===== src/rtl/pe_unlock_pkg.sv =====
package pe_unlock_pkg;

    typedef enum logic [1:0] {
        MODE_HOLD   = 2'b00,
        MODE_UNLOCK = 2'b01,
        MODE_LOCK   = 2'b10,
        MODE_HOLD_B = 2'b11
    } gate_mode_e;

    typedef enum logic [1:0] {
        SEQ_WAIT_FIRST = 2'b00,
        SEQ_GOT_FIRST  = 2'b01,
        SEQ_OPEN       = 2'b10
    } seq_state_e;

endpackage


===== src/rtl/pe_strobe_edge.sv =====
module pe_strobe_edge #(
    parameter int DATA_W = 8
) (
    input  logic              clk,
    input  logic              rst_n,
    input  logic              strobe,
    input  logic [DATA_W-1:0] data_in,
    output logic              rise,
    output logic              fall,
    output logic [DATA_W-1:0] key_byte
);

    logic strobe_q;

    // Edges are seen in the cycle where the new strobe level is first sampled.
    assign rise = strobe && !strobe_q;
    assign fall = !strobe && strobe_q;

    always_ff @(posedge clk) begin
        if (!rst_n) begin
            strobe_q <= 1'b0;
            key_byte <= '0;
        end else begin
            strobe_q <= strobe;
            if (rise) begin
                key_byte <= data_in;
            end
        end
    end

    // captured byte only changes at a rising edge
    a_r3_byte_on_rise: assert property (@(posedge clk) disable iff (!rst_n)
        !rise |=> $stable(key_byte));

endmodule


===== src/rtl/pe_width_meter.sv =====
module pe_width_meter #(
    parameter int MIN_WIDTH = 25
) (
    input  logic clk,
    input  logic rst_n,
    input  logic rise,
    input  logic strobe,
    output logic long_enough
);

    localparam int CW = $clog2(MIN_WIDTH + 1);
    localparam logic [CW-1:0] LIMIT = CW'(MIN_WIDTH);

    logic [CW-1:0] high_cnt;

    // The rising cycle counts as the first high clock; saturate at the limit.
    always_ff @(posedge clk) begin
        if (!rst_n) begin
            high_cnt <= '0;
        end else if (rise) begin
            high_cnt <= CW'(1);
        end else if (strobe && (high_cnt < LIMIT)) begin
            high_cnt <= high_cnt + CW'(1);
        end
    end

    assign long_enough = (high_cnt >= LIMIT);

    // counter never runs past its saturation limit
    a_r4_cnt_bounded: assert property (@(posedge clk) disable iff (!rst_n)
        high_cnt <= LIMIT);

endmodule


===== src/rtl/pe_key_seq.sv =====
module pe_key_seq
    import pe_unlock_pkg::*;
#(
    parameter int          DATA_W     = 8,
    parameter logic [7:0]  KEY_FIRST  = 8'h55,
    parameter logic [7:0]  KEY_SECOND = 8'hAA
) (
    input  logic              clk,
    input  logic              rst_n,
    input  logic              fall,
    input  logic              long_enough,
    input  logic [DATA_W-1:0] key_byte,
    input  logic [1:0]        mode,
    output logic              access_en
);

    localparam logic [DATA_W-1:0] K1 = DATA_W'(KEY_FIRST);
    localparam logic [DATA_W-1:0] K2 = DATA_W'(KEY_SECOND);

    seq_state_e state_q, state_d;
    gate_mode_e mode_e;
    logic       judge;
    logic       is_first;
    logic       is_second;

    assign mode_e    = gate_mode_e'(mode);
    assign judge     = fall && (mode_e == MODE_UNLOCK);
    assign is_first  = long_enough && (key_byte == K1);
    assign is_second = long_enough && (key_byte == K2);

    always_comb begin
        state_d = state_q;
        unique case (state_q)
            SEQ_WAIT_FIRST: begin
                if (judge && is_first) begin
                    state_d = SEQ_GOT_FIRST;          // T_FIRST_OK
                end
            end
            SEQ_GOT_FIRST: begin
                if (mode_e != MODE_UNLOCK) begin
                    state_d = SEQ_WAIT_FIRST;         // T_ABANDON
                end else if (judge) begin
                    if (is_second) begin
                        state_d = SEQ_OPEN;           // T_SECOND_OK
                    end else if (is_first) begin
                        state_d = SEQ_GOT_FIRST;      // T_RESTART
                    end else begin
                        state_d = SEQ_WAIT_FIRST;     // T_BAD_KEY
                    end
                end
            end
            SEQ_OPEN: begin
                if (mode_e == MODE_LOCK) begin
                    state_d = SEQ_WAIT_FIRST;         // T_LOCK
                end
            end
            default: state_d = SEQ_WAIT_FIRST;
        endcase
    end

    // State register
    always_ff @(posedge clk) begin
        if (!rst_n) begin
            state_q <= SEQ_WAIT_FIRST;
        end else begin
            state_q <= state_d;
        end
    end

    // Output register, loaded from the next state so lock acts in one edge
    always_ff @(posedge clk) begin
        if (!rst_n) begin
            access_en <= 1'b0;
        end else begin
            access_en <= (state_d == SEQ_OPEN);
        end
    end

    // leaving unlock mode mid-sequence returns to the start
    a_r7_abandon: assert property (@(posedge clk) disable iff (!rst_n)
        (state_q == SEQ_GOT_FIRST && mode_e != MODE_UNLOCK)
        |=> state_q == SEQ_WAIT_FIRST);

    // a short pulse never leaves a partial sequence behind
    a_r4_short_resets: assert property (@(posedge clk) disable iff (!rst_n)
        (fall && !long_enough && state_q != SEQ_OPEN)
        |=> state_q == SEQ_WAIT_FIRST);

endmodule


===== src/rtl/pe_unlock_gate.sv =====
module pe_unlock_gate
    import pe_unlock_pkg::*;
#(
    parameter int         DATA_W     = 8,
    parameter int         MIN_WIDTH  = 25,
    parameter logic [7:0] KEY_FIRST  = 8'h55,
    parameter logic [7:0] KEY_SECOND = 8'hAA
) (
    input  logic              clk,
    input  logic              rst_n,
    input  logic              strobe,
    input  logic [DATA_W-1:0] data_in,
    input  logic [1:0]        mode,
    output logic              access_en
);

    logic              rise;
    logic              fall;
    logic              long_enough;
    logic [DATA_W-1:0] key_byte;

    pe_strobe_edge #(.DATA_W(DATA_W)) u_edge (
        .clk      (clk),
        .rst_n    (rst_n),
        .strobe   (strobe),
        .data_in  (data_in),
        .rise     (rise),
        .fall     (fall),
        .key_byte (key_byte)
    );

    pe_width_meter #(.MIN_WIDTH(MIN_WIDTH)) u_width (
        .clk         (clk),
        .rst_n       (rst_n),
        .rise        (rise),
        .strobe      (strobe),
        .long_enough (long_enough)
    );

    pe_key_seq #(
        .DATA_W     (DATA_W),
        .KEY_FIRST  (KEY_FIRST),
        .KEY_SECOND (KEY_SECOND)
    ) u_seq (
        .clk         (clk),
        .rst_n       (rst_n),
        .fall        (fall),
        .long_enough (long_enough),
        .key_byte    (key_byte),
        .mode        (mode),
        .access_en   (access_en)
    );

    // lock mode drops the flag at the next edge
    a_r6_lock_clears: assert property (@(posedge clk) disable iff (!rst_n)
        (mode == 2'b10) |=> !access_en);

    // an open flag persists unless lock is selected
    a_r8_hold_open: assert property (@(posedge clk) disable iff (!rst_n)
        (access_en && mode != 2'b10) |=> access_en);

    // the flag rises only right after a long second-key falling edge in unlock mode
    a_r2_rise_cause: assert property (@(posedge clk) disable iff (!rst_n)
        $rose(access_en) |-> ($past(fall) && $past(long_enough)
                              && $past(key_byte) == DATA_W'(KEY_SECOND)
                              && $past(mode) == 2'b01));

endmodule


===== config.mk =====
export PLATFORM = sky130hd
export DESIGN_NAME = pe_unlock_gate
export DESIGN_NICKNAME = d
export VERILOG_FILES = /design/src/rtl/pe_unlock_pkg.sv /design/src/rtl/pe_strobe_edge.sv /design/src/rtl/pe_width_meter.sv /design/src/rtl/pe_key_seq.sv /design/src/rtl/pe_unlock_gate.sv
export SDC_FILE = /design/constraint.sdc
export NUM_CORES = 1
export LEC_CHECK = 0
export ABC_AREA = 0
export BUFFER_PORTS_ARGS = -buffer_cell sky130_fd_sc_hd__buf_2
export CAP_MARGIN = 20
export CORE_UTILIZATION = 56
export CTS_BUF_LIST = sky130_fd_sc_hd__clkbuf_8
export DETAILED_ROUTE_END_ITERATION = 16
export GPL_TIMING_DRIVEN = 0
export PLACE_DENSITY_LB_ADDON = 0.2
export SLEW_MARGIN = 20
export SYNTH_ARGS = -nofsm -noshare
export SYNTH_HDL_FRONTEND = slang
export SYNTH_HIERARCHICAL = 1
export SYNTH_SLANG_ARGS = --single-unit

===== constraint.sdc =====
create_clock -name clk -period 1.65 [get_ports clk]
set_input_delay 0.33 -clock clk [delete_from_list [all_inputs] [get_ports clk]]
set_output_delay 0.33 -clock clk [all_outputs]
set_load 0.005 [all_outputs]

==> out/qor.txt <==
Die H = 40.4 µm
Total Power = 0.000833 W
Fin. Hold Viols = 0
Worst Tran Pin Value = 0.273 ns
unique cell type count in the Yosys netlist = 34
vias in the first global route = 571
Rows = 13
Yosys top cell area share = 0.412
Core Box Area = 1330 µm²
initial DRC count = 13
power density cells = 872 nW/µm²
Final Max Slew Viols = 0
layout cell share with drive strength beyond 1 = 0.221
die area = 1630 µm²
post-DR wirelength/cell = 14.3 µm
drt first pass iters = 4
Clock Latency Late Sink = 0.25 ns
FF/Latch Area = 340 µm²
drt via density = 5.76
CTS tree = yes
Syn. warnings = 6
Synth Register Bits = 17
via count = 686
Post-Syn Nets = 102
Hold Buf Count CTS = 0
fin cells = 119
critical path fanouts, max = 6
ys async rst share = 0
Setup Fix Bufs, Post-CTS = 0
Slew HR = 0.818
clk root buf = clkbuf_8
P_leak = 0.408 nW
Post-synth EDFFs = 0
Die W = 40.4 µm
routability congestion estimate = 0.745
gr ovfl total = 0
total track usage = 0.228
starting density of the core = 0.619
crit share post-route = 0.874
Min-Delay Path Class = primary input to flip-flop
Max Cap Viol = 0
diode count = 0
Boundary Pins = 14
Top FF cell, synth = dfxtp_1
most common cell after layout, fill and taps aside = dfxtp_1
type of origin of the critical path = flip-flop
Worst setup EP type = flip-flop
min Tclk post-route = 1.44 ns
Reg clk slew, reported paths = 0.06 ns
Resized Gates After CTS = 0
DRT Wirelength = 1700 µm
clk sinks = 17
data arrival time of the critical path = 1.58 ns
synthesized cell area = 826 µm²
P&R area growth vs syn = 15.6%
FMAX = 0.694 GHz
R2R depth = 7
Inst Count DP = 115
most frequent cells in the layout = dfxtp_1 (17), nand2_1 (16), buf_2 (13)
initial antenna violation count = 0
cell count after synthesis = 87
multi-input logic area = 448 µm²
CTS Buf Count = 3
IO Port Bufs = 13
Worst EP required = 1.79 ns
pin count of the biggest net entering global routing = 12
peak supply drop = 749 µV
total negative slack = 0 ns
DP Wirelength = 1230 µm
DRC viols = 0
Crit Path Class = flip-flop to flip-flop
syn avg cell area = 9.49 µm²
final hold slack = 0.322 ns
Max clock buf depth = 2
Finish-stage setup viols = 0
Core Util, Final = 0.716
hold path cells = 3
largest area contributor in the netlist = dfxtp_1
unrepaired setup endpoints after global routing = no
Routed Antenna Nets = 0
Synth area leaders = dfxtp_1 (41%), mux2i_1 (9.7%), nand2_1 (7.3%)
post-synthesis sequential area ratio = 0.412
first-pass GRT wire length = 2420 µm
Post-layout nets = 120
Worst Skew = 0.000687 ns
H-tree levels = 1
filler cell count in the final layout = 115
status = completed
==> cell families (layout without fill, tap and decap cells) <==
family | Yosys count | after routing | synth area share
and+or+nand+nor | 41 | 41 | 0.297
DFF | 17 | 17 | 0.412
AOI/OAI and AO/OA | 14 | 14 | 0.118
muxes | 8 | 8 | 0.0970
buffers and inverters | 5 | 22 | 0.0455
adders and majority gates | 2 | 2 | 0.0303
==> registers in the layout, indices dropped and copies added (netlist names) <==
register and cells:
u_seq/access_en 1, u_width/high_cnt 5, u_edge/key_byte 8, u_seq/state_q 2, u_edge/strobe_q 1
==> area by class of cell <==
type	instances	area share
Clock buffer	3	0.0433
Tap cell	15	0.0197
Multi-Input combinational cell	65	0.469
Clock inverter	1	0.00393
Buffer	3	0.0315
Timing Repair Buffer	13	0.0682
Sequential cell	17	0.356
Inverter	2	0.00786
==> per-layer routing <==
metal / share of wire / up-vias / routed length [µm] / GRT usage
li1: - / 343 / - / -
met1: 0.45 / 315 / 763 / 0.272
met2: 0.48 / 22 / 816 / 0.357
met3: 0.045 / 6 / 77 / 0.0722
met4: 0.025 / 0 / 43 / 0.125
met5: 0 / - / 0 / 0
==> cell usage after synthesis, types with 2 or more instances <==
| cell type | count |
|---|---|
| nand2_1 | 16 |
| ha_1 | 2 |
| o211ai_1 | 2 |
| nand4_1 | 2 |
| mux2i_1 | 8 |
| inv_1 | 2 |
| nand4b_1 | 2 |
| a211oi_1 | 2 |
| buf_6 | 2 |
| a21boi_1 | 2 |
| a21oi_1 | 3 |
| dfxtp_1 | 17 |
| nand2b_1 | 2 |
| and4bb_1 | 2 |
| nor2_1 | 4 |
==> power by group <==
part           switching [W]  internal [W]
sequential         0.0000185      0.000428
clock               0.000132      0.000165
combinational      0.0000412     0.0000482
==> critical path, cell delays in order, from the launching register on <==
cell      delay, ns
dfxtp_1        0.42
inv_1          0.08
ha_1           0.17
nor4_1         0.19
nor2_1         0.11
and4_1         0.20
nand4_1        0.10
a21boi_1       0.07
==> through the flow <==
stage	worst slack, ns	area [µm²]
after floorplan	0.398	826
after global placement	0.283	910
after detailed placement	0.247	910
after CTS	0.211	955
after global routing	0.0764	955
final	0.208	955
==> path summary, 6_finish.rpt <==
| check | start | endpoint | slack [ns] |
|---|---|---|---|
| worst max-delay path | u_width/high_cnt[1] | u_seq/state_q[1] | 0.21 |
| worst min-delay path | data_in[3] | u_edge/key_byte[3] | 0.32 |
| worst max register to register | u_width/high_cnt[1] | u_seq/state_q[1] | 0.21 |
| worst min register to register | u_edge/key_byte[3] | u_edge/key_byte[3] | 0.48 |
(Power assumes the default switching activity.)
